<file path="src/rtl/fs_pkg.sv">
package fs_pkg;

  typedef enum logic [2:0] {
    OP_PUSH  = 3'd0,
    OP_POP   = 3'd1,
    OP_CALL  = 3'd2,
    OP_ENTER = 3'd3,
    OP_LEAVE = 3'd4,
    OP_RET   = 3'd5,
    OP_DROP  = 3'd6,
    OP_NOP   = 3'd7
  } fs_op_e;

  typedef enum logic [1:0] {
    ST_IDLE = 2'd0,
    ST_S1   = 2'd1,
    ST_S2   = 2'd2,
    ST_S3   = 2'd3
  } fs_state_e;

  // true when lo <= v <= hi
  function automatic logic fs_in_window(input logic [63:0] v,
                                        input logic [63:0] lo,
                                        input logic [63:0] hi);
    return (v >= lo) && (v <= hi);
  endfunction

endpackage

</file>
<file path="src/rtl/fs_adj.sv">
// Pointer adjuster: ptr +/- delta, computed wide enough that an underflow
// wraps far above the limit, plus a range verdict.
module fs_adj #(
  parameter int AW = 8,
  parameter int DW = 16,
  parameter int unsigned STK_BASE  = 16,
  parameter int unsigned STK_LIMIT = 240
) (
  input  logic [AW-1:0] ptr,
  input  logic [DW-1:0] delta,
  input  logic          dec,
  output logic [AW-1:0] nxt,
  output logic          ok
);
  localparam int WW = ((AW > DW) ? AW : DW) + 2;

  logic [WW-1:0] wide;

  always_comb begin
    if (dec) wide = WW'(ptr) - WW'(delta);
    else     wide = WW'(ptr) + WW'(delta);
    ok  = fs_pkg::fs_in_window(64'(wide), 64'(STK_BASE), 64'(STK_LIMIT));
    nxt = wide[AW-1:0];
  end
endmodule

</file>
<file path="src/rtl/fs_ctrl.sv">
// Command sequencer: holds the pointers and steps each command.
module fs_ctrl
  import fs_pkg::*;
#(
  parameter int AW = 8,
  parameter int DW = 16,
  parameter int unsigned STK_BASE = 16
) (
  input  logic          clk,
  input  logic          rst_n,
  input  logic          cmd_valid,
  output logic          cmd_ready,
  input  logic [2:0]    cmd_op,
  input  logic [DW-1:0] cmd_arg,
  output logic          mem_req,
  output logic          mem_we,
  output logic [AW-1:0] mem_addr,
  output logic [DW-1:0] mem_wdata,
  input  logic [DW-1:0] mem_rdata,
  output logic [AW-1:0] stk_ptr,
  output logic [AW-1:0] frame_ptr,
  output logic [DW-1:0] ret_data,
  output logic          done,
  output logic          err,
  // adjuster interface
  output logic [DW-1:0] adj_delta,
  output logic          adj_dec,
  input  logic [AW-1:0] adj_nxt,
  input  logic          adj_ok,
  input  logic [AW-1:0] fp_dec,
  input  logic          fp_dec_ok,
  // named events for checking
  output logic          ev_wr,
  output logic          ev_pop,
  output logic          ev_fp_ld,
  output logic          ev_fault
);
  fs_state_e     state, state_d;
  fs_op_e        op_q;
  logic [DW-1:0] arg_q;

  logic sp_ld, sp_from_fp, fp_from_sp, fp_from_mem, dout_ld, fault, fin;

  assign cmd_ready = (state == ST_IDLE);

  always_comb begin
    mem_req     = 1'b0;
    mem_we      = 1'b0;
    mem_addr    = stk_ptr;
    mem_wdata   = arg_q;
    adj_delta   = DW'(1);
    adj_dec     = 1'b0;
    sp_ld       = 1'b0;
    sp_from_fp  = 1'b0;
    fp_from_sp  = 1'b0;
    fp_from_mem = 1'b0;
    dout_ld     = 1'b0;
    fault       = 1'b0;
    fin         = 1'b0;
    ev_pop      = 1'b0;
    state_d     = state;
    case (state)
      ST_IDLE: if (cmd_valid) state_d = ST_S1;
      ST_S1: begin
        case (op_q)
          OP_PUSH, OP_CALL: begin
            if (adj_ok) begin
              mem_req = 1'b1;
              mem_we  = 1'b1;
              sp_ld   = 1'b1;
            end else fault = 1'b1;
            fin = 1'b1;
          end
          OP_POP, OP_RET: begin
            adj_dec = 1'b1;
            if (adj_ok) begin
              mem_req  = 1'b1;
              mem_addr = adj_nxt;
              sp_ld    = 1'b1;
              ev_pop   = 1'b1;
              state_d  = ST_S2;
            end else begin
              fault = 1'b1;
              fin   = 1'b1;
            end
          end
          OP_ENTER: begin
            if (adj_ok) begin
              mem_req   = 1'b1;
              mem_we    = 1'b1;
              mem_wdata = DW'(frame_ptr);
              sp_ld     = 1'b1;
              state_d   = ST_S2;
            end else begin
              fault = 1'b1;
              fin   = 1'b1;
            end
          end
          OP_LEAVE: begin
            if (fp_dec_ok) begin
              mem_req    = 1'b1;
              mem_addr   = fp_dec;
              sp_ld      = 1'b1;
              sp_from_fp = 1'b1;
              state_d    = ST_S2;
            end else begin
              fault = 1'b1;
              fin   = 1'b1;
            end
          end
          OP_DROP: begin
            adj_delta = arg_q;
            adj_dec   = 1'b1;
            if (adj_ok) sp_ld = 1'b1;
            else        fault = 1'b1;
            fin = 1'b1;
          end
          default: fin = 1'b1;
        endcase
      end
      ST_S2: begin
        case (op_q)
          OP_POP, OP_RET: begin
            dout_ld = 1'b1;
            fin     = 1'b1;
          end
          OP_ENTER: begin
            fp_from_sp = 1'b1;
            state_d    = ST_S3;
          end
          OP_LEAVE: begin
            fp_from_mem = 1'b1;
            fin         = 1'b1;
          end
          default: fin = 1'b1;
        endcase
      end
      ST_S3: begin
        adj_delta = arg_q;
        if (adj_ok) sp_ld = 1'b1;
        else        fault = 1'b1;
        fin = 1'b1;
      end
      default: fin = 1'b1;
    endcase
    if (fin) state_d = ST_IDLE;
  end

  always_ff @(posedge clk) begin
    if (!rst_n) begin
      state     <= ST_IDLE;
      op_q      <= OP_NOP;
      arg_q     <= '0;
      stk_ptr   <= AW'(STK_BASE);
      frame_ptr <= AW'(STK_BASE);
      ret_data  <= '0;
      done      <= 1'b0;
      err       <= 1'b0;
    end else begin
      state <= state_d;
      done  <= fin;
      if (fault) err <= 1'b1;
      if (cmd_ready && cmd_valid) begin
        op_q  <= fs_op_e'(cmd_op);
        arg_q <= cmd_arg;
      end
      if (sp_ld) stk_ptr <= sp_from_fp ? fp_dec : adj_nxt;
      if (fp_from_sp)       frame_ptr <= stk_ptr;
      else if (fp_from_mem) frame_ptr <= mem_rdata[AW-1:0];
      if (dout_ld) ret_data <= mem_rdata;
    end
  end

  assign ev_wr    = mem_req && mem_we;
  assign ev_fp_ld = fp_from_sp || fp_from_mem;
  assign ev_fault = fault;
endmodule

</file>
<file path="src/rtl/frame_seq.sv">
module frame_seq #(
  parameter int AW = 8,
  parameter int DW = 16,
  parameter int unsigned STK_BASE  = 16,
  parameter int unsigned STK_LIMIT = 240
) (
  input  logic          clk,
  input  logic          rst_n,
  input  logic          cmd_valid,
  output logic          cmd_ready,
  input  logic [2:0]    cmd_op,
  input  logic [DW-1:0] cmd_arg,
  output logic          mem_req,
  output logic          mem_we,
  output logic [AW-1:0] mem_addr,
  output logic [DW-1:0] mem_wdata,
  input  logic [DW-1:0] mem_rdata,
  output logic [AW-1:0] stk_ptr,
  output logic [AW-1:0] frame_ptr,
  output logic [DW-1:0] ret_data,
  output logic          done,
  output logic          err
);
  logic [DW-1:0] adj_delta;
  logic          adj_dec, adj_ok, fp_dec_ok;
  logic [AW-1:0] adj_nxt, fp_dec, fp_dec_unused_guard;
  logic          ev_wr, ev_pop, ev_fp_ld, ev_fault;

  fs_adj #(.AW(AW), .DW(DW), .STK_BASE(STK_BASE), .STK_LIMIT(STK_LIMIT)) u_sp_adj (
    .ptr(stk_ptr), .delta(adj_delta), .dec(adj_dec), .nxt(adj_nxt), .ok(adj_ok)
  );

  fs_adj #(.AW(AW), .DW(DW), .STK_BASE(STK_BASE), .STK_LIMIT(STK_LIMIT)) u_fp_adj (
    .ptr(frame_ptr), .delta(DW'(1)), .dec(1'b1), .nxt(fp_dec), .ok(fp_dec_ok)
  );

  assign fp_dec_unused_guard = fp_dec;

  fs_ctrl #(.AW(AW), .DW(DW), .STK_BASE(STK_BASE)) u_ctrl (
    .clk(clk), .rst_n(rst_n),
    .cmd_valid(cmd_valid), .cmd_ready(cmd_ready), .cmd_op(cmd_op), .cmd_arg(cmd_arg),
    .mem_req(mem_req), .mem_we(mem_we), .mem_addr(mem_addr),
    .mem_wdata(mem_wdata), .mem_rdata(mem_rdata),
    .stk_ptr(stk_ptr), .frame_ptr(frame_ptr), .ret_data(ret_data),
    .done(done), .err(err),
    .adj_delta(adj_delta), .adj_dec(adj_dec), .adj_nxt(adj_nxt), .adj_ok(adj_ok),
    .fp_dec(fp_dec_unused_guard), .fp_dec_ok(fp_dec_ok),
    .ev_wr(ev_wr), .ev_pop(ev_pop), .ev_fp_ld(ev_fp_ld), .ev_fault(ev_fault)
  );
endmodule

</file>
<file path="config.mk">
export PLATFORM = sky130hd
export DESIGN_NAME = frame_seq
export DESIGN_NICKNAME = d
export VERILOG_FILES = /design/src/rtl/fs_pkg.sv /design/src/rtl/fs_adj.sv /design/src/rtl/fs_ctrl.sv /design/src/rtl/frame_seq.sv
export SDC_FILE = /design/constraint.sdc
export NUM_CORES = 1
export LEC_CHECK = 0
export BUFFER_PORTS_ARGS = -buffer_cell sky130_fd_sc_hd__buf_2
export CAP_MARGIN = 20
export CELL_PAD_IN_SITES_DETAIL_PLACEMENT = 1
export CELL_PAD_IN_SITES_GLOBAL_PLACEMENT = 2
export CORE_MARGIN = 4
export CORE_UTILIZATION = 29
export CTS_CLUSTER_DIAMETER = 100
export DETAILED_ROUTE_END_ITERATION = 8
export PLACE_DENSITY_LB_ADDON = 0.25
export RECOVER_POWER = 100
export SKIP_LAST_GASP = 1
export SLEW_MARGIN = 20
export SYNTH_ARGS = -nofsm -noshare
export SYNTH_HDL_FRONTEND = slang
export SYNTH_HIERARCHICAL = 1
export SYNTH_SLANG_ARGS = --single-unit
</file>
<file path="constraint.sdc">
create_clock -name clk -period 5 [get_ports clk]
set_clock_uncertainty 0.05 [all_clocks]
set_input_delay 0.25 -clock clk [delete_from_list [all_inputs] [get_ports clk]]
set_output_delay 0.25 -clock clk [all_outputs]
set_load 0.05 [all_outputs]
</file>
-- Yosys cells after proc, flatten, opt, wreduce, memory -nomap -nowiden
Cells that the tools add are included.
- register bits: 55
- bits of input ports: 38
- output and inout bits: 61
- logic and storage cells: 89
- $add $sub $neg: 3
- magnitude comparators: 4
- equal/unequal tests: 14
- multiplexer cells: 44
- bitwise logic cells: 1
- reduce and logical (&&, ||, !) cells: 15
- operator list (kind ; count):
    2-to-1 mux 16 bit ; 4
    2-to-1 mux 8 bit ; 6
    >= comparator 18 x 5 -> 1 bit (second input constant) ; 2
    <= comparator 18 x 8 -> 1 bit (second input constant) ; 2
    case mux 16 bit (2 select lines) ; 1
    2-to-1 mux 1 bit ; 18
    2-to-1 mux 18 bit ; 1
    adder 8 x 16 -> 17 bit ; 1
    subtractor 8 x 16 -> 17 bit ; 1
    case mux 8 bit (2 select lines) ; 1
    case mux 1 bit (2 select lines) ; 6
    == test 3 bit (second input constant) ; 3
    OR reduction 3 bit ; 3
    subtractor 8 x 1 -> 9 bit (second input constant) ; 1
    2-to-1 mux 2 bit ; 4
    == test 3 x 2 -> 1 bit (second input constant) ; 2
    != test 3 bit (second input constant) ; 2
    case mux 2 bit (3 select lines) ; 1
    AND reduction 6 bit ; 1
    OR reduction 6 bit ; 1
    OR reduction 5 bit ; 1
    == test 2 bit (second input constant) ; 2
    case mux 2 bit (2 select lines) ; 1
    OR reduction 2 bit ; 2
    12 further kinds ; 14

-- Longest topological paths before layout
Gate-level depths: netlist of the first run.
- depth after elaboration: 11
- gate-level depth with buffers: 21
- mapped depth without buffers: 19

-- By module
Netlist of the first run, hierarchy kept.
- by module, submodules not included (module ; instances ; cells an instance ; area an instance (µm²) ; seq. area each (µm²)):
    fs_ctrl ; 1 ; 338 ; 2795.2 ; 1101.1
    fs_adj at u_fp_adj ; 1 ; 185 ; 1287.5 ; 0.0
    fs_adj at u_sp_adj ; 1 ; 174 ; 1244.9 ; 0.0
    frame_seq ; 1 ; 2 ; 7.5 ; 0.0

-- Worst setup path after synthesis of the first run
OpenSTA, ideal clock, no wires.
- kind: register -> output
- start point: register u_ctrl.state[1]
- end point: output mem_addr[0]
- data arrival time: 5123 ps
- required time: 4700 ps
- slack: -423 ps
- stages on the path, launching flop included: 20
- path buffers: 2
- path through: dfxtp_1 -> inv_1 -> ha_1 -> a31oi_1 -> clkbuf_1 -> nor2b_1 -> fa_1 -> nor2b_1 -> o311a_1 -> o32a_4 -> a21oi_2 -> o22ai_1 -> a2111oi_2 -> a31oi_1 -> nor4_2 -> clkbuf_1 -> inv_1 -> nor2_1 -> a22oi_1 -> o2bb2ai_1
- cells in the longest elaborated chain, start to end: 9
- elaborated cells on any way between the ends: 13
- those cells by class: add/sub: 2; order compare: 2; eq/ne: 2; mux: 6; reduce/logical: 1
- RTL lines (item ; line ; text):
    from (decl) ; fs_ctrl.sv:38 ; fs_state_e state, state_d;
    from (signal assigned) ; fs_ctrl.sv:160 ; state <= state_d;
    == test 2 bit or == test 2 x 1 -> 1 bit (tied branches) ; fs_ctrl.sv:62 ; case (state)
    case mux 16 bit (2 select lines) * ; fs_ctrl.sv:62 ;
    named net adj_delta[1] ; frame_seq.sv:24 ; logic [DW-1:0] adj_delta;
    adder 8 x 16 -> 17 bit or subtractor 8 x 16 -> 17 bit (tied branches) ; fs_adj.sv:21, fs_adj.sv:20 ;
    2-to-1 mux 18 bit * ; fs_adj.sv:20 ; if (dec) wide = WW'(ptr) - WW'(delta);
    >= comparator 18 x 5 -> 1 bit or <= comparator 18 x 8 -> 1 bit (tied branches) ; fs_pkg.sv:25 ; return (v >= lo) && (v <= hi);
    logical AND 1 bit * ; fs_pkg.sv:25 ;
    named net adj_ok ; frame_seq.sv:25 ; logic adj_dec, adj_ok, fp_dec_ok;
    2-to-1 mux 8 bit * ; fs_ctrl.sv:76 ; if (adj_ok) begin
    case mux 8 bit (2 select lines) * ; fs_ctrl.sv:65 ; case (op_q)
    2-to-1 mux 8 bit * ; fs_ctrl.sv:62 ;
    to (decl) ; frame_seq.sv:15 ; output logic [AW-1:0] mem_addr,
The timed path passes the listed nets; every way through them passes the cells marked *.

-- Final worst setup path of the first run
- start point: register u_ctrl.state[1]
- end point: output mem_wdata[0]
- cells in the longest elaborated chain, start to end: 9
- elaborated cells on any way between the ends: 13
- those cells by class: add/sub: 2; order compare: 2; eq/ne: 2; mux: 6; reduce/logical: 1
- RTL lines (item ; line ; text):
    == test 2 bit or == test 2 x 1 -> 1 bit (tied branches) ; fs_ctrl.sv:62 ;
    case mux 16 bit (2 select lines) * ; fs_ctrl.sv:62 ;
    named net adj_delta[0] ; frame_seq.sv:24 ;
    adder 8 x 16 -> 17 bit or subtractor 8 x 16 -> 17 bit (tied branches) ; fs_adj.sv:21, fs_adj.sv:20 ;
    2-to-1 mux 18 bit * ; fs_adj.sv:20 ;
    >= comparator 18 x 5 -> 1 bit or <= comparator 18 x 8 -> 1 bit (tied branches) ; fs_pkg.sv:25 ;
    logical AND 1 bit * ; fs_pkg.sv:25 ;
    named net adj_ok ; frame_seq.sv:25 ;
    2-to-1 mux 16 bit * ; fs_ctrl.sv:88 ; if (adj_ok) begin
    2-to-1 mux 16 bit * ; fs_ctrl.sv:65 ;
    2-to-1 mux 16 bit * ; fs_ctrl.sv:62 ;
    to (decl) ; frame_seq.sv:16 ; output logic [DW-1:0] mem_wdata,
Marks and branches as above.

==> run_results.csv, run 1 <==
group,metric,value,unit
drt,drtIter0Drc,303,
worst_setup_path,critPathMostFrequentCell,"ha_4",
worst_setup_path,path_delay_family,"compound AO/OA/AOI/OAI gates",
drt,drtPass1Iterations,4,
timing,relSlewSlack,28.7,%
place,port_buffers,98,
place,gp_congestion,0.898,
cells_and_area,fin_util,38.8,%
clock_tree,tritoncts,"done",
worst_setup_path,cpMaxStageDelayCell,"o32a_4",
cells_and_area,drive_gt1_share,23.3,%
clock_tree,root_buffer,"clkbuf_16",
worst_setup_path,cp-end-kind,"output pin",
timing,worstMarginPinSlew,1.07,ns
worst_setup_path,arrival,4.53,ns
power_and_ir_drop,power_leakage,2.76,nW
global_route,grt_pass1_vias,5724,
floorplan,row_count,49,
worst_setup_path,crit_path_cell_trace,"inv_4 -> ha_4 -> inv_2 -> nand2_1 -> a21o_1 -> ha_4 -> fa_2 -> nor2b_4 -> o311a_4 -> o32a_4 -> a21oi_2 -> o22ai_2 -> a2111oi_2 -> a31oi_1 -> nor4_4 -> buf_4 -> and3_4 -> buf_8 -> mux2_2 -> buf_6",
power_and_ir_drop,powerDensity,320,nW/um2
worst_setup_path,cp_num_buf_inv,5,
floorplan,dieArea,20600,um2
clock_tree,clkLatencyLatePin,0.30,ns
place,preCtsSetupSlack,0.000445,ns
synthesis,synth_area,5320,um2
global_route,track_usage,18.9,%
drt,drc,0,
worst_setup_path,crit_required,4.70,ns
synthesis,yosys_warnings,6,
timing,timing.final.hold_violations,0,
floorplan,ios,99,
clock_tree,cts_buffers,5,
worst_setup_path,critPathKind,"flop to output pin",
clock_tree,clock_sinks,55,
clock_tree,clock_path_buffers,2,
timing,hold-worst-slack,0.131,ns
timing,clock.fmax,0.207,GHz
cells_and_area,nets,912,
place,dpl.hpwl,15700,um
cells_and_area,nFillCells,2277,
floorplan,start_util,29.5,%
drt,routed_via_density,5.25,
timing,finalMaxSlewViolations,0,
drt,vias,5576,
cells_and_area,diodes,0,
drt,drt_wl_total,20000,um
outcome,status,"completed",
global_route,antenna_found_initial,1,
synthesis,syn_area_per_cell,7.65,um2
timing,finalSetupViolCount,0,
worst_hold_path,hold_path.class,"input port to flop",
job,maxCapViolations,0,
global_route,grt_max_degree,31,
drt,ant_nets,0,
timing,grt_setup_unrepaired,"true",
cells_and_area,synthToLayoutAreaGrowth,31.6,%
floorplan,chipWidth,143,um
global_route,overflow,0,
power_and_ir_drop,ir_drop,184,uV
clock_tree,clk_pin_slew,0.08,ns
worst_setup_path,crit_fanout,6,
worst_setup_path,worst_setup_path_start_kind,"flop",
power_and_ir_drop,total_power,0.00224,W
timing,final.min_clock_period,4.83,ns
drt,avgRoutedWirePerCell,18.8,um
clock_tree,cts.htree.levels,2,
synthesis,synthCells,695,
global_route,grt_pass1_wl,31400,um
floorplan,core-area,18000,um2
timing,timing.final.crit_share,96.6,%
worst_setup_path,crit_path_max_incr_delay,0.39,ns
timing,fin_ws,0.169,ns
floorplan,die_h,143,um
layer usage:
metal  share of wire [%]  global-route usage (%)  up-vias
met5               0.065                       0        -
met4                0.59                    2.53        2
met3                 3.0                    2.70       13
met2                  48                    31.6       96
met1                  48                    26.5     2740
li1                    -                       -     2725
layout by cell type (no fill, tap or decap), drive strengths merged, types with 7 or more instances in the layout:
cell	instances
conb	43
nand4	7
nor4	8
a22oi	16
ha	37
dfxtp	55
nor2	33
nor2b	34
mux2	11
nand2	98
xnor2	12
nand3	12
nand2b	14
inv	51
a31oi	11
o21ai	20
clkbuf	41
a21o	7
a21oi	62
mux2i	15
buf	101
a22o	9
nor3	10
o2bb2ai	16
sequential cells by signal, indices dropped and copies added (netlist names):
| register | cells |
|---|---|
| u_ctrl/done | 1 |
| u_ctrl/state | 2 |
| u_ctrl/ret_data | 16 |
| u_ctrl/err | 1 |
| u_ctrl/stk_ptr | 8 |
| u_ctrl/frame_ptr | 8 |
| u_ctrl/op_q | 3 |
| u_ctrl/arg_q | 16 |
tightest hold or removal path: stages:
cell and delay, ns:
buf_2 0.08, nand2_1 0.04, o211ai_1 0.08
cell type report:
| class | count | area [um2] | share of cell area, % |
|---|---|---|---|
| clock buffers | 5 | 125 | 1.79 |
| clock inverters | 3 | 46.3 | 0.661 |
| inverters | 51 | 194 | 2.77 |
| multi-input cells | 583 | 4360 | 62.3 |
| flip-flops and latches | 55 | 1110 | 15.8 |
| well taps | 229 | 287 | 4.09 |
| repair buffers | 137 | 881 | 12.6 |
worst paths after layout:
path                            start                   to  slack [ns]  cells after the start
hold / removal              cmd_op[1]       u_ctrl/op_q[1]        0.13                      3
setup reg to reg      u_ctrl/state[1]      u_ctrl/state[0]        0.46                     20
setup / recovery      u_ctrl/state[1]         mem_wdata[0]        0.17                     20
hold reg to reg   u_ctrl/ret_data[11]  u_ctrl/ret_data[11]        0.42                      2
power by group:
part / leakage, nW / internal (W) / switching (W)
clock network: 0.0804 / 0.000239 / 0.000182
registers: 0.448 / 0.000494 / 0.0000665
logic: 2.23 / 0.000477 / 0.000786
what timing repair did:
action,CTS,global route
hold buffers,0,0
pin swaps,5,18
setup buffers,5,6
setup endpoints to repair,25,28
gates resized for setup,50,55
metrics by stage:
| stage | instances | cell area, um2 | setup TNS (ns) |
|---|---|---|---|
| 2_1_floorplan | 736 | 5610 | -0.0849 |
| 3_3_place_gp | 1044 | 6370 | 0 |
| 3_5_place_dp | 1044 | 6370 | 0 |
| 4_1_cts | 1057 | 6750 | 0 |
| 5_1_grt | 1063 | 7000 | -0.145 |
| 6_report | 1063 | 7000 | 0 |
No activity file was read; power rests on OpenSTA's default activity.
==> inputs of run 2 (changes only) <==
Settings changed: CORE_UTILIZATION 29 to 27, SYNTH_HIERARCHICAL 1 to not set.
==> run_results.csv, run 2 <==
group,metric,value,unit
global_route,grt_pass1_wl,23000,um
drt,drtPass1Iterations,4,
clock_tree,root_buffer,"clkbuf_16",
synthesis,yosys_warnings,0,
cells_and_area,drive_gt1_share,26.9,%
cells_and_area,fin_area,5290,um2
floorplan,ios,99,
floorplan,row_count,44,
synthesis,synthCells,540,
cells_and_area,largestRegisters,"u_ctrl.arg_q x16, u_ctrl.ret_data x16",
synthesis,ys_ff_latch,55,
clock_tree,clock_sinks,55,
clock_tree,cts_hold_buf,0,
cells_and_area,nets,702,
worst_setup_path,cp-end-kind,"output pin",
synthesis,synth.largest_area_cell,"dfxtp_1",
worst_hold_path,hold_path.class,"input port to flop",
timing,final.min_clock_period,4.85,ns
timing,timing.final.crit_share,97.1,%
drt,avgRoutedWirePerCell,18.6,um
synthesis,synthFlopType,"dfxtp_1",
timing,timing.final.hold_violations,0,
clock_tree,cts.htree.levels,2,
synthesis,synth_top_cells_by_count,"96 x nand2_1, 71 x a21oi_1, 55 x dfxtp_1",
timing,finalSetupViolCount,0,
drt,ant_nets,0,
power_and_ir_drop,intPower,0.00113,W
drt,drt_wl_total,15300,um
power_and_ir_drop,p_seq_share,27.2,%
timing,finalMaxSlewViolations,0,
worst_setup_path,critPathKind,"flop to output pin",
synthesis,synth.area.top_cells,"dfxtp_1 28%, nand2_1 9.0%, a21oi_1 8.9%",
floorplan,start_util,27.5,%
cells_and_area,diodes,0,
drt,vias,4227,
cells_and_area,layout_common_cells,"91 x nand2_1, 68 x a21oi_1, 52 x dfxtp_1",
worst_setup_path,worst_setup_path_start_kind,"flop",
worst_setup_path,arrival,4.55,ns
timing,clock.fmax,0.206,GHz
job,maxCapViolations,0,
cells_and_area,synthToLayoutAreaGrowth,32.6,%
floorplan,dieArea,16800,um2
clock_tree,clkLatencyLatePin,0.31,ns
drt,routed_via_density,5.14,
synthesis,synth_edf_count,0,
worst_setup_path,rr_worst_depth,21,
power_and_ir_drop,ir_drop,173,uV
synthesis,yosysMostFrequentCell,"nand2_1",
clock_tree,clk_pin_slew,0.07,ns
global_route,grt_max_degree,47,
power_and_ir_drop,power_leakage,2.24,nW
power_and_ir_drop,p_clk_share,21.0,%
drt,drtIter0Drc,242,
floorplan,core-area,14500,um2
worst_hold_path,whs_path_depth,3,
clock_tree,cts_buffers,5,
synthesis,syn_area_per_cell,7.39,um2
power_and_ir_drop,swShare,45.9,%
worst_setup_path,crit_fanout,8,
global_route,overflow,0,
power_and_ir_drop,powerDensity,394,nW/um2
timing,hold-worst-slack,0.118,ns
synthesis,yosysUniqueCellTypes,62,
worst_setup_path,cpMaxStageDelayCell,"or4_4",
synthesis,synth_area,3990,um2
synthesis,ys_seq_area_share,27.6,%
timing,relSlewSlack,38.2,%
worst_setup_path,crit_path_max_incr_delay,0.54,ns
power_and_ir_drop,switchingPower,0.000957,W
place,gp_congestion,0.898,
worst_setup_path,worst-r2r-setup-slack,0.78,ns
global_route,grt_pass1_vias,4101,
timing,worstMarginPinSlew,0.926,ns
cells_and_area,layout_commonest_cell,"nand2_1",
clock_tree,clock_path_buffers,2,
place,port_buffers,98,
synthesis,syn-num-nets,604,
synthesis,yosysTopAreaCellShare,27.6,%
synthesis,async_flop_share,0,%
place,placed_area,4670,um2
drt,drc,0,
floorplan,chipWidth,130,um
place,dpl.hpwl,11600,um
power_and_ir_drop,comb_power_share,51.7,%
worst_setup_path,crit_path_cell_trace,"inv_4 -> ha_4 -> and2_4 -> or2_4 -> nand2_4 -> ha_4 -> or3_4 -> a2111oi_4 -> o31ai_4 -> or4_4 -> a21oi_4 -> a211oi_4 -> a2111oi_4 -> and2_4 -> a31oi_4 -> a221o_2 -> buf_8",
worst_setup_path,crit_required,4.70,ns
clock_tree,tritoncts,"done",
floorplan,die_h,130,um
outcome,status,"completed",
cells_and_area,fin_util,36.4,%
global_route,antenna_found_initial,0,
global_route,track_usage,17.4,%
run 2: timing repair:
action | 4_1_cts | 5_1_grt
setup buffers | 2 | 13
cloned | 0 | 1
gates resized for setup | 17 | 78
pin swaps | 2 | 18
endpoints found under the setup margin | 26 | 26
hold endpoints to repair | 0 | 0
run 2: kinds of logic after synthesis:
logic type / Yosys count / synth area share, %
compound gates: 151 / 24.4
xor+xnor: 13 / 2.85
fa+ha+maj: 26 / 8.53
buf+inv: 66 / 6.99
flops: 55 / 27.6
mux: 16 / 4.45
simple gates: 213 / 25.2
run 2: cell type report:
| cell class | count | area [um2] |
|---|---|---|
| Timing Repair Buffer | 127 | 752 |
| Clock buffer | 6 | 139 |
| Multi-Input combinational cell | 420 | 2920 |
| Tap cell | 184 | 230 |
| Clock inverter | 2 | 38.8 |
| Inverter | 29 | 111 |
| Sequential cell | 55 | 1110 |
| Fill cell | 1812 | 9240 |
run 2: stage by stage:
| stage | setup slack (ns) | std cells | power (W) | TNS, ns |
|---|---|---|---|---|
| 6_report | 0.145 | 823 | 0.00209 | 0 |
| 4_1_cts | -0.0133 | 809 | 0.00200 | -0.0235 |
| 2_1_floorplan | -0.0782 | 540 | 0.00126 | -0.0782 |
| 3_3_place_gp | 0.0802 | 799 | 0.00149 | 0 |
| 3_5_place_dp | -0.0293 | 799 | 0.00152 | -0.119 |
| 5_1_grt | -0.0174 | 823 | 0.00222 | -0.0174 |
run 2: power by group through the flow:
| stage | Sequential, W | Clock (W) | Combinational (W) |
|---|---|---|---|
| 2_1_floorplan | 0.000589 | 0 | 0.000672 |
| 3_3_place_gp | 0.000565 | 0 | 0.000929 |
| 3_5_place_dp | 0.000568 | 0 | 0.000947 |
| 4_1_cts | 0.000558 | 0.000451 | 0.000986 |
| 5_1_grt | 0.000577 | 0.000467 | 0.00117 |
| 6_report | 0.000568 | 0.000439 | 0.00108 |
run 2: final timing paths:
path / start / to
setup / recovery: u_ctrl.state[1] / mem_addr[7]
hold / removal: cmd_op[0] / u_ctrl.op_q[0]
setup reg to reg: u_ctrl.state[1] / u_ctrl.stk_ptr[4]
hold reg to reg: u_ctrl.ret_data[14] / u_ctrl.ret_data[14]
run 2: worst max-delay path: cells and delay by family (launching register included):
kind	cells	cell delay [ns]
flops	1	0.37
compound gates	7	1.54
fa+ha+maj	2	0.37
buf+inv	2	0.21
simple gates	6	1.76
run 2: per-layer routing:
layer	up-vias	share of wire [%]	GRT usage, %	wire length (um)
met1	2054	48	25.3	7370
met4	0	1.2	4.22	180
li1	2080	-	-	-
met5	-	0	0	0
met2	81	47	27.0	7210
met3	12	3.5	2.68	528
